**config.mk**
```make
export PLATFORM = sky130hd
export DESIGN_NAME = excl_monitor
export DESIGN_NICKNAME = d
export VERILOG_FILES = /design/src/rtl/excl_mon_pkg.sv /design/src/rtl/excl_ea_gen.sv /design/src/rtl/excl_resv_track.sv /design/src/rtl/excl_verdict.sv /design/src/rtl/excl_monitor.sv
export SDC_FILE = /design/constraint.sdc
export NUM_CORES = 1
export LEC_CHECK = 0
export ABC_AREA = 1
export BUFFER_PORTS_ARGS = -buffer_cell sky130_fd_sc_hd__buf_2
export CORE_ASPECT_RATIO = 1.5
export CORE_MARGIN = 2
export CORE_UTILIZATION = 35
export CTS_CLUSTER_SIZE = 20
export DETAILED_ROUTE_END_ITERATION = 16
export PLACE_DENSITY = 0.63
export SLEW_MARGIN = 40
export SYNTH_ARGS = -nofsm -noshare
export SYNTH_HDL_FRONTEND = slang
export SYNTH_HIERARCHICAL = 1
export SYNTH_SLANG_ARGS = --single-unit
```
**constraint.sdc**
```tcl
create_clock -name clk -period 3.73 [get_ports clk]
set_input_delay 0.5595 -clock clk [delete_from_list [all_inputs] [get_ports clk]]
set_output_delay 0.5595 -clock clk [all_outputs]
set_load 0.02 [all_outputs]
```
**src/rtl/excl_mon_pkg.sv**
```systemverilog
package excl_mon_pkg;
  typedef enum logic [1:0] {
    OP_STORE = 2'd0,
    OP_LDX   = 2'd1,
    OP_STX   = 2'd2,
    OP_CLR   = 2'd3
  } op_e;

  typedef enum logic [1:0] {
    SZ_BYTE = 2'd0,
    SZ_HALF = 2'd1,
    SZ_WORD = 2'd2
  } size_e;
endpackage

```
**src/rtl/excl_ea_gen.sv**
```systemverilog
module excl_ea_gen #(
  parameter int ADDR_W = 32,
  parameter int OFS_W  = 12
) (
  input  logic [ADDR_W-1:0] base,
  input  logic [OFS_W-1:0]  offset,
  output logic [ADDR_W-1:0] ea
);
  function automatic logic [ADDR_W-1:0] calc_ea(input logic [ADDR_W-1:0] b,
                                                input logic [OFS_W-1:0] o);
    return b + ADDR_W'(o);
  endfunction

  assign ea = calc_ea(base, offset);
endmodule

```
**src/rtl/excl_resv_track.sv**
```systemverilog
module excl_resv_track #(
  parameter int ADDR_W   = 32,
  parameter int GRAN_LSB = 2
) (
  input  logic              clk,
  input  logic              rst_n,
  input  logic              set_resv,
  input  logic              drop_resv,
  input  logic [ADDR_W-1:0] ea,
  input  logic [1:0]        size,
  input  logic              snoop_valid,
  input  logic [ADDR_W-1:0] snoop_addr,
  output logic              resv_valid,
  output logic [ADDR_W-1:0] resv_addr,
  output logic [1:0]        resv_size,
  output logic              snoop_hit_cur
);
  function automatic logic same_granule(input logic [ADDR_W-1:0] a,
                                        input logic [ADDR_W-1:0] b);
    return a[ADDR_W-1:GRAN_LSB] == b[ADDR_W-1:GRAN_LSB];
  endfunction

  logic              nxt_valid;
  logic [ADDR_W-1:0] nxt_addr;
  logic [1:0]        nxt_size;
  logic              snoop_hit_nxt;

  always_comb begin
    nxt_valid = resv_valid;
    nxt_addr  = resv_addr;
    nxt_size  = resv_size;
    if (set_resv) begin
      nxt_valid = 1'b1;
      nxt_addr  = ea;
      nxt_size  = size;
    end else if (drop_resv) begin
      nxt_valid = 1'b0;
    end
  end

  assign snoop_hit_cur = snoop_valid && resv_valid && same_granule(snoop_addr, resv_addr);
  assign snoop_hit_nxt = snoop_valid && same_granule(snoop_addr, nxt_addr);

  always_ff @(posedge clk or negedge rst_n) begin
    if (!rst_n) begin
      resv_valid <= 1'b0;
      resv_addr  <= '0;
      resv_size  <= '0;
    end else begin
      resv_valid <= nxt_valid && !snoop_hit_nxt;
      resv_addr  <= nxt_addr;
      resv_size  <= nxt_size;
    end
  end
endmodule

```
**src/rtl/excl_verdict.sv**
```systemverilog
module excl_verdict #(
  parameter int ADDR_W = 32
) (
  input  logic              clk,
  input  logic              rst_n,
  input  logic              is_stx,
  input  logic              is_store,
  input  logic              resv_valid,
  input  logic [ADDR_W-1:0] resv_addr,
  input  logic [1:0]        resv_size,
  input  logic [ADDR_W-1:0] ea,
  input  logic [1:0]        size,
  input  logic              snoop_hit_cur,
  output logic              stx_pass,
  output logic              rsp_valid,
  output logic              rsp_status,
  output logic              wr_en
);
  function automatic logic grant(input logic live, input logic addr_eq,
                                 input logic size_eq, input logic snooped);
    return live && addr_eq && size_eq && !snooped;
  endfunction

  assign stx_pass = grant(resv_valid, resv_addr == ea, resv_size == size, snoop_hit_cur);

  always_ff @(posedge clk or negedge rst_n) begin
    if (!rst_n) begin
      rsp_valid  <= 1'b0;
      rsp_status <= 1'b0;
      wr_en      <= 1'b0;
    end else begin
      rsp_valid  <= is_stx;
      rsp_status <= is_stx && !stx_pass;
      wr_en      <= is_store || (is_stx && stx_pass);
    end
  end
endmodule

```
**src/rtl/excl_monitor.sv**
```systemverilog
module excl_monitor
  import excl_mon_pkg::*;
#(
  parameter int ADDR_W        = 32,
  parameter int OFS_W         = 12,
  parameter int GRANULE_BYTES = 4
) (
  input  logic              clk,
  input  logic              rst_n,
  input  logic              req_valid,
  input  logic [1:0]        req_op,
  input  logic [ADDR_W-1:0] req_base,
  input  logic [OFS_W-1:0]  req_offset,
  input  logic [1:0]        req_size,
  input  logic              snoop_valid,
  input  logic [ADDR_W-1:0] snoop_addr,
  output logic              rsp_valid,
  output logic              rsp_status,
  output logic              wr_en
);
  localparam int GRAN_LSB = $clog2(GRANULE_BYTES);

  logic [ADDR_W-1:0] ea;
  logic              is_ldx, is_stx, is_clr, is_store;
  logic              resv_valid;
  logic [ADDR_W-1:0] resv_addr;
  logic [1:0]        resv_size;
  logic              snoop_hit_cur;
  logic              stx_pass;

  assign is_ldx   = req_valid && (op_e'(req_op) == OP_LDX);
  assign is_stx   = req_valid && (op_e'(req_op) == OP_STX);
  assign is_clr   = req_valid && (op_e'(req_op) == OP_CLR);
  assign is_store = req_valid && (op_e'(req_op) == OP_STORE);

  excl_ea_gen #(.ADDR_W(ADDR_W), .OFS_W(OFS_W)) u_ea (
    .base   (req_base),
    .offset (req_offset),
    .ea     (ea)
  );

  excl_resv_track #(.ADDR_W(ADDR_W), .GRAN_LSB(GRAN_LSB)) u_track (
    .clk           (clk),
    .rst_n         (rst_n),
    .set_resv      (is_ldx),
    .drop_resv     (is_stx || is_clr),
    .ea            (ea),
    .size          (req_size),
    .snoop_valid   (snoop_valid),
    .snoop_addr    (snoop_addr),
    .resv_valid    (resv_valid),
    .resv_addr     (resv_addr),
    .resv_size     (resv_size),
    .snoop_hit_cur (snoop_hit_cur)
  );

  excl_verdict #(.ADDR_W(ADDR_W)) u_verdict (
    .clk           (clk),
    .rst_n         (rst_n),
    .is_stx        (is_stx),
    .is_store      (is_store),
    .resv_valid    (resv_valid),
    .resv_addr     (resv_addr),
    .resv_size     (resv_size),
    .ea            (ea),
    .size          (req_size),
    .snoop_hit_cur (snoop_hit_cur),
    .stx_pass      (stx_pass),
    .rsp_valid     (rsp_valid),
    .rsp_status    (rsp_status),
    .wr_en         (wr_en)
  );
endmodule

```
---- Word-level counts from Yosys, hierarchy flattened ----
Index checks and enable logic that the tools add are counted.
storage, ports and cells
  register bits after elaboration ......... 38
  input port bits ......................... 84
  output and inout bits ................... 3
  logic and storage cells ................. 37
cells by class
  add/subtract/negate cells ............... 1
  eq/ne operators ......................... 7
  multiplexer cells ....................... 3
  reductions and logical operators ........ 19
operator list
  kind                                                             number
  30-bit == test                                                   2
  32-bit by 12-bit adder with 32-bit output                        1
  32-bit == test                                                   1
  32-bit 2-to-1 mux                                                1
  1-bit logical AND                                                13
  2-bit == test, second input constant                             2
  1-bit zero test                                                  3
  2-bit by 1-bit == test with 1-bit output, second input constant  1
  2-bit == test                                                    1
  2-bit zero test                                                  1
  1-bit logical OR                                                 2
  1-bit 2-to-1 mux                                                 2

---- Logic depth before layout (Yosys ltp) ----
Gate-level depths: netlist (run 1).
  depth after elaboration ................. 7
  depth in mapped cells ................... 22
  gate-level depth less buffers ........... 22

---- Hierarchy ----
Netlist (run 1), hierarchy kept.
by module, submodules not included
  module           times used  cells an instance  area each (µm²)  seq. area each (µm²)
  excl_resv_track  1           364                2384.8           875.8
  excl_ea_gen      1           303                1466.4           0.0
  excl_verdict     1           259                1069.8           75.1
  excl_monitor     1           8                  30.0             0.0

---- Worst setup path before layout (run 1) ----
No wires, ideal clock.
  path kind ............................... input -> register
  start point ............................. input req_offset[0]
  end point ............................... register u_track.resv_valid
  library setup time ...................... 0.119 ns
  data arrival time ....................... 2.494 ns
  data required time ...................... 3.611 ns
  slack ................................... 1.117 ns
  stages .................................. 18
  path buffers ............................ 0
  path through ............................ ha_1 fa_1 nand3_1 nand3_2 nand2_1 nand2_1 nand2_1 nand2_2 xor2_1 nand2_1 nand3_1 nand2_1 nor2_1 nand2_1 nor2_1 nand2_1 nor2_1 nor2_1
between the ends
  longest elaborated chain between the ends .. 6
ends and longest elaborated chain
  element                                    RTL line               text
  start, declared                            excl_monitor.sv:13     input logic [OFS_W-1:0] req_offset,
  32-bit by 12-bit adder with 32-bit output  excl_ea_gen.sv:11      return b + ADDR_W'(o);
  named net ea[12]                           excl_monitor.sv:23     logic [ADDR_W-1:0] ea;
  32-bit 2-to-1 mux                          excl_resv_track.sv:32  if (set_resv) begin
  30-bit == test                             excl_resv_track.sv:20  return a[ADDR_W-1:GRAN_LSB] == b[ADDR_W-1:GRAN_LSB];
  1-bit logical AND                          excl_resv_track.sv:42  assign snoop_hit_nxt = snoop_valid && same_granule(snoop_addr, nxt_addr);
  1-bit zero test                            excl_resv_track.sv:50  resv_valid <= nxt_valid && !snoop_hit_nxt;
  1-bit logical AND                          excl_resv_track.sv:50
  end signal, assigned                       excl_resv_track.sv:50
  end, declared                              excl_resv_track.sv:13  output logic resv_valid,
The timed path passes the listed nets, and every way through them passes these cells.
A chain may end at the register's enable or synchronous reset.

---- Final worst setup path (run 1) ----
  start point ............................. input req_offset[0]
  end point ............................... register u_verdict.wr_en
between the ends
  longest elaborated chain between the ends .. 7
ends and longest elaborated chain
  element                                    RTL line            text
  32-bit by 12-bit adder with 32-bit output  excl_ea_gen.sv:11
  named net ea[14]                           excl_monitor.sv:23
  32-bit == test                             excl_verdict.sv:24  assign stx_pass = grant(resv_valid, resv_addr == ea, resv_size == size, snoop_hit_cur);
  1-bit logical AND (3 in series)            excl_verdict.sv:21  return live && addr_eq && size_eq && !snooped;
  1-bit logical AND                          excl_verdict.sv:34  wr_en <= is_store || (is_stx && stx_pass);
  1-bit logical OR                           excl_verdict.sv:34
  end signal, assigned                       excl_verdict.sv:34
  end, declared                              excl_verdict.sv:17  output logic wr_en
The timed path passes the listed nets, and every way through them passes these cells.

==> run_results.csv, run 1 <==
group,metric,value,unit
detailed_routing,antenna_left,0,
logic_synthesis,synthXorXnorAreaFrac,0.0513,
placed_design,placed_area,0.00553,sq mm
clocking,clock-sinks,38,
clocking,clk_pin_slew,0.06,ns
detailed_routing,drtIter0Drc,322,
logic_synthesis,syn-num-nets,1031,
die,core_area,0.0139,sq mm
sta,finalCritPeriodShare,0.792,
sta,worst_pin_slew,0.542,ns
setup_path,crit_arrival,3.18,ns
logic_synthesis,syn_avg_cell_area,5.30,sq um
logic_synthesis,netlist_area,0.00495,sq mm
clocking,post_cts_resized,0,
logic_synthesis,ys_warn_count,6,
sta,hold_slack,0.258,ns
sta,timing.fmax,0.339,GHz
hold_path,hold_path_class,"in -> async",
global_routing,grt_pass1_wl,26400,microns
logic_synthesis,ys_seq_elements,38,
global_routing,use_met3,0.0173,
detailed_routing,drt-total-wl,16800,microns
placed_design,io_buffers,84,
global_routing,antenna_found_initial,0,
global_routing,use_met2,0.429,
placed_design,place.gp.congestion,1.00,
detailed_routing,wl_per_cell,14.2,microns
clocking,cts_hold_buf,0,
global_routing,overflow,0,
sta,fin_worst_skew,0.00317,ns
die,io_pins,87,
logic_synthesis,synth-compound-area-share,0.0323,
setup_path,cp_slowest_cell,"fa_1",
setup_path,setup.worst_path.end_class,"flip-flop",
die,dieArea,0.0151,sq mm
setup_path,r2r_end,"u_verdict/wr_en",
logic_synthesis,synth_top_family_by_area,"simple AND/OR/NAND/NOR gates",
setup_path,crit_chain,"buf_2 -> ha_1 -> fa_1 -> nand3_1 -> nand3_2 -> nand2_1 -> nand2_1 -> nand2_1 -> nand2_2 -> xor2_1 -> inv_1 -> nand2_1 -> nand2_1 -> nor2_1 -> nand2_1 -> nor2_1 -> nand2_1 -> nor2_1 -> nand3_1 -> nand2_1",
setup_path,cp.required,3.96,ns
die,die_y,150,microns
clocking,h-tree-depth,2,
outcome,status,"completed",
global_routing,top_usage_layer,"met2",
layout,antenna_cells,0,
global_routing,grt_use_total,0.228,
die,die_w,101,microns
sta,slew_headroom,0.639,
setup_path,worstSetupPathType,"in -> reg",
placed_design,dp_slack,0.502,ns
detailed_routing,drcViolationCount,0,
sta,hold_violations,0,
sta,setup_viol,0,
detailed_routing,via_per_inst,4.83,
layout,layout_common_cells,"nand2_1 (421), inv_1 (158), nor2_1 (97), buf_2 (83), nand3_1 (66)",
logic_synthesis,synth_top_cell_by_area,"nand2_1",
clocking,postCtsSetupBuffers,0,
sta,setup_slack,0.777,ns
detailed_routing,routed-via-count,5719,
global_routing,first_global_vias,5418,
setup_path,start_kind,"primary input",
logic_synthesis,synthTopCellsByArea,"nand2_1 (32%), dfrtp_1 (19%), inv_1 (12%), nor2_1 (7.4%), nand3_1 (6.7%)",
layout,nets,1116,
global_routing,grt_max_degree,39,
layout,drive_gt1_frac,0.133,
layout,final_common_cell,"nand2_1",
logic_synthesis,synthCells,934,
logic_synthesis,yosysUniqueCellTypes,30,
pwr,powerDensity,356,mW/mm^2
logic_synthesis,synthDominantCellAreaShare,0.319,
clocking,cts_buffer_depth,2,
logic_synthesis,ys_seq_area_frac,0.192,
sta,fin_tns_setup,0,ns
sta,rsz0062_at_grt,"no",
sta,fin_crit,2.95,ns
placed_design,hpwlAfterDp,14200,microns
layout,area_growth,15.6,%
pwr,leakage,3.56,nW
sta,slew_viol_final,0,
setup_path,r2r_slack,1.83,ns
clocking,clk_latency,0.29,ns
global_routing,met1_usage,0.249,
detailed_routing,drt_pass1_iterations,5,
pwr,irDropWorstVdd,194,uV
logic_synthesis,synth_fa_ha_area_frac,0.0344,
die,initial_core_util,0.356,
setup_path,critPathMaxStageDelay,0.44,ns
setup_path,reg2reg_from,"u_track/resv_addr[6]",
clocking,cts-root-buf,"clkbuf_16",
logic_synthesis,yosys.area_share.simple,0.554,
clocking,cts_tree,"yes",
layout,fillCellCount,1563,
setup_path,cp_max_fo,5,
job,drv_cap,0,
setup_path,cp_common_cell,"nand2_1",
layout,design_area,0.00573,sq mm
die,std_cell_rows,53,
setup_path,rr_worst_depth,13,
logic_synthesis,synthMuxAreaShare,0,
clocking,cts_buffers,5,
-- worst max-delay path by stage --
stage	from	endpoint	depth (start not counted)
2_1_floorplan	req_offset[0]	u_track/resv_valid	18
3_3_place_gp	req_offset[0]	u_track/resv_valid	19
3_5_place_dp	req_offset[0]	u_verdict/wr_en	20
4_1_cts	req_offset[0]	u_verdict/wr_en	20
5_1_grt	req_offset[0]	u_track/resv_valid	21
6_report	req_offset[0]	u_verdict/wr_en	20
-- Yosys cell counts --
library cell / instances
o21ai_1: 2
nand3_2: 1
buf_4: 4
ha_1: 12
xnor2_1: 11
nand3_1: 66
o211a_1: 1
nor2_1: 98
nand2_1: 421
a22o_1: 1
o22ai_1: 6
a21oi_1: 8
nor3_2: 2
xor2_1: 18
and3_1: 3
nor2_2: 4
or2_1: 1
buf_6: 3
nor3_1: 11
a221oi_1: 1
and2_1: 1
nand3b_1: 8
dfrtp_1: 38
o21ai_0: 9
nand2_2: 32
nand4_1: 10
inv_2: 2
inv_1: 158
fa_1: 1
inv_6: 1
-- critical path: cells and delay by family --
kind | cells | cell delay, ns
XOR/XNOR | 1 | 0.39
adder cells (fa/ha/maj) | 2 | 0.67
buffers and inverters | 2 | 0.18
AND/OR/NAND/NOR | 15 | 1.38
-- report_power, final --
part | switching [mW] | internal [mW] | total, mW
Sequential | 0.0997 | 0.485 | 0.584
Combinational | 0.571 | 0.302 | 0.873
Clock | 0.182 | 0.402 | 0.584
Total | 0.852 | 1.19 | 2.04
-- registers in the layout, indices dropped and copies added, names as in the netlist --
name                  flops
u_track/resv_addr        32
u_track/resv_size         2
u_track/resv_valid        1
u_verdict/rsp_status      1
u_verdict/rsp_valid       1
u_verdict/wr_en           1
-- cells by family after synthesis --
| kind of cell | after synthesis |
|---|---|
| fa+ha+maj | 13 |
| flops | 38 |
| xor+xnor | 29 |
| buf+inv | 168 |
| compound gates | 28 |
| simple gates | 658 |
-- final cells by class --
cell class,instances,area [sq um],area share
Clock buffer,6,139,0.0243
Clock inverter,2,60.1,0.0105
Inverter,161,609,0.106
Multi-Input combinational cell,728,3330,0.582
Sequential cell,38,951,0.166
Tap cell,165,206,0.0361
Timing Repair Buffer,85,430,0.0752
-- layer usage --
metal  share of wire  vias to the layer above
met3           0.043                       44
met4           0.051                        0
met5               0                        -
met2            0.52                      173
met1            0.39                     2514
li1                -                     2988
-- stage by stage --
step                instances  utilization  total power, mW
floorplan                 934            -             1.17
global placement         1177        0.397             1.44
detailed placement       1177        0.397             1.45
CTS                      1185        0.411             2.05
global route             1185        0.411             2.20
finish                   1185        0.411             2.04
(Power assumes the default switching activity.)
==> run 2, diff against run 1 <==
==> constraint.sdc (replaced) <==
create_clock -name clk -period 2.9 [get_ports clk]
set_input_delay 0.435 -clock clk [delete_from_list [all_inputs] [get_ports clk]]
set_output_delay 0.435 -clock clk [all_outputs]
set_load 0.02 [all_outputs]
==> run_results.csv, run 2 (synthesis gave the netlist of run 1 again) <==
group,metric,value,unit
sta,slew_viol_final,0,
clocking,clock-sinks,38,
setup_path,reg2reg_from,"u_track/resv_valid",
clocking,cts_buffer_depth,2,
die,std_cell_rows,53,
setup_path,cp.required,3.13,ns
sta,setup_viol,0,
clocking,cts-root-buf,"clkbuf_16",
setup_path,crit_arrival,2.88,ns
global_routing,overflow,0,
die,io_pins,87,
setup_path,cp_common_cell,"nand2_1",
sta,worst_pin_slew,0.539,ns
layout,drive_gt1_frac,0.162,
detailed_routing,drt_pass1_iterations,5,
sta,rsz0062_at_grt,"no",
detailed_routing,drt-total-wl,17000,microns
detailed_routing,wl_per_cell,13.9,microns
detailed_routing,drcViolationCount,0,
global_routing,first_global_vias,5542,
outcome,status,"completed",
pwr,irDropWorstVdd,194,uV
layout,fillCellCount,1618,
clocking,post_cts_resized,0,
clocking,clk_pin_slew,0.06,ns
clocking,postCtsSetupBuffers,0,
setup_path,cp_top_family,"simple AND/OR/NAND/NOR gates",
pwr,clockPowerShare,0.250,
global_routing,antenna_found_initial,0,
clocking,clk_latency,0.29,ns
setup_path,worstSetupPathType,"in -> reg",
global_routing,grt_pass1_wl,26600,microns
layout,largest_register_ffs,32,
clocking,cts_buffers,5,
layout,final_common_cell,"nand2_1",
layout,design_area,0.00595,sq mm
pwr,combPwrFrac,0.458,
setup_path,r2r_slack,1.04,ns
sta,hold_violations,0,
global_routing,grt_use_total,0.228,
setup_path,cp_slowest_cell,"fa_1",
detailed_routing,antenna_left,0,
setup_path,setup.worst_path.end_class,"flip-flop",
setup_path,crit_chain,"buf_2 -> ha_1 -> fa_1 -> nand3_1 -> nand3_2 -> nand2_1 -> nand2_1 -> nand2_1 -> nand2_2 -> buf_4 -> nand2_1 -> nand2_1 -> nand2_1 -> inv_1 -> nand2_1 -> nand2_1 -> nor2_1 -> nand2_1 -> nor2_1 -> nand2_1 -> nor2_1 -> nand3_1 -> nand2_1",
sta,fin_crit,2.65,ns
clocking,cts_hold_buf,0,
pwr,power.internal,1.46,mW
setup_path,r2r_end,"u_verdict/wr_en",
setup_path,start_kind,"primary input",
die,die_y,150,microns
layout,layout_common_cells,"nand2_1 (421), inv_1 (158), nor2_1 (97), buf_2 (83), nand3_1 (66)",
pwr,switching_share,0.432,
placed_design,hpwlAfterDp,14400,microns
setup_path,crit_buf_inv,3,
pwr,leakage,3.71,nW
sta,fin_worst_skew,0.00544,ns
setup_path,cp_max_fo,4,
pwr,power_frac_seq,0.293,
layout,antenna_cells,0,
placed_design,io_buffers,84,
placed_design,place.gp.congestion,0.983,
pwr,switchingPower,1.11,mW
detailed_routing,via_per_inst,4.82,
die,initial_core_util,0.356,
detailed_routing,routed-via-count,5877,
setup_path,critPathMaxStageDelay,0.40,ns
global_routing,grt_max_degree,39,
sta,slew_headroom,0.641,
layout,utilization,0.428,
pwr,powerDensity,433,mW/mm^2
hold_path,hold_path_class,"in -> async",
clocking,h-tree-depth,2,
sta,timing.fmax,0.377,GHz
die,core_area,0.0139,sq mm
layout,regMostFlops,"u_track/resv_addr",
layout,reg.largest.list,"u_track/resv_addr: 32 flops, u_track/resv_size: 2 flops",
layout,nets,1151,
die,dieArea,0.0151,sq mm
setup_path,rr_worst_depth,13,
job,drv_cap,0,
sta,finalCritPeriodShare,0.914,
detailed_routing,drtIter0Drc,308,
clocking,cts_tree,"yes",
placed_design,placed_area,0.00579,sq mm
die,die_w,101,microns
layout,area_growth,20.3,%
-- run 2: cell count changes in the layout (fill, tap and decap cells not counted), sizes merged --
cell / before / now
clkbuf: 6 / 5
bufinv: 2 / 1
buf: 85 / 120
clkinv: 0 / 2
-- run 2: worst max-delay path by stage --
| stage | start | endpoint | depth (start not counted) |
|---|---|---|---|
| 6_report | req_offset[0] | u_verdict/wr_en | 23 |
| 5_1_grt | req_offset[0] | u_track/resv_valid | 21 |
| 4_1_cts | req_offset[0] | u_verdict/wr_en | 23 |
| 3_5_place_dp | req_offset[0] | u_track/resv_valid | 20 |
| 3_3_place_gp | req_offset[0] | u_verdict/wr_en | 23 |
| 2_1_floorplan | req_offset[0] | u_track/resv_valid | 18 |
-- run 2: stage by stage --
stage	power, mW	std cells	hold slack [ns]	setup TNS, ns	worst slack (ns)
floorplan	1.50	934	0.139	0	0.412
global placement	1.92	1212	0.476	-0.0707	-0.0429
detailed placement	1.93	1212	0.464	-0.0541	-0.0272
CTS	2.58	1220	0.156	0	0.262
global route	2.77	1220	0.174	0	0.0143
finish	2.58	1220	0.125	0	0.249
-- run 2: final cells by class --
type / count / area [sq um] / area share
Clock buffer: 5 / 125 / 0.0210
Clock inverter: 3 / 40.0 / 0.00672
Inverter: 161 / 609 / 0.102
Multi-Input combinational cell: 728 / 3330 / 0.559
Sequential cell: 38 / 951 / 0.160
Tap cell: 165 / 206 / 0.0347
Timing Repair Buffer: 120 / 693 / 0.116
-- run 2: power by group through the flow --
stage	clock network (mW)	logic [mW]	registers [mW]
after floorplan	0	0.773	0.726
after detailed placement	0	1.17	0.759
final	0.643	1.18	0.754
after global placement	0	1.16	0.758
after CTS	0.654	1.17	0.751
after global routing	0.672	1.33	0.771
-- run 2: metal layers --
layer  vias to the layer above  part of all wire  track usage
li1                       3057                 -            -
met1                      2573              0.38        0.248
met2                       200              0.51        0.429
met3                        47             0.050       0.0159
met4                         0             0.058        0.124
met5                         -                 0            0
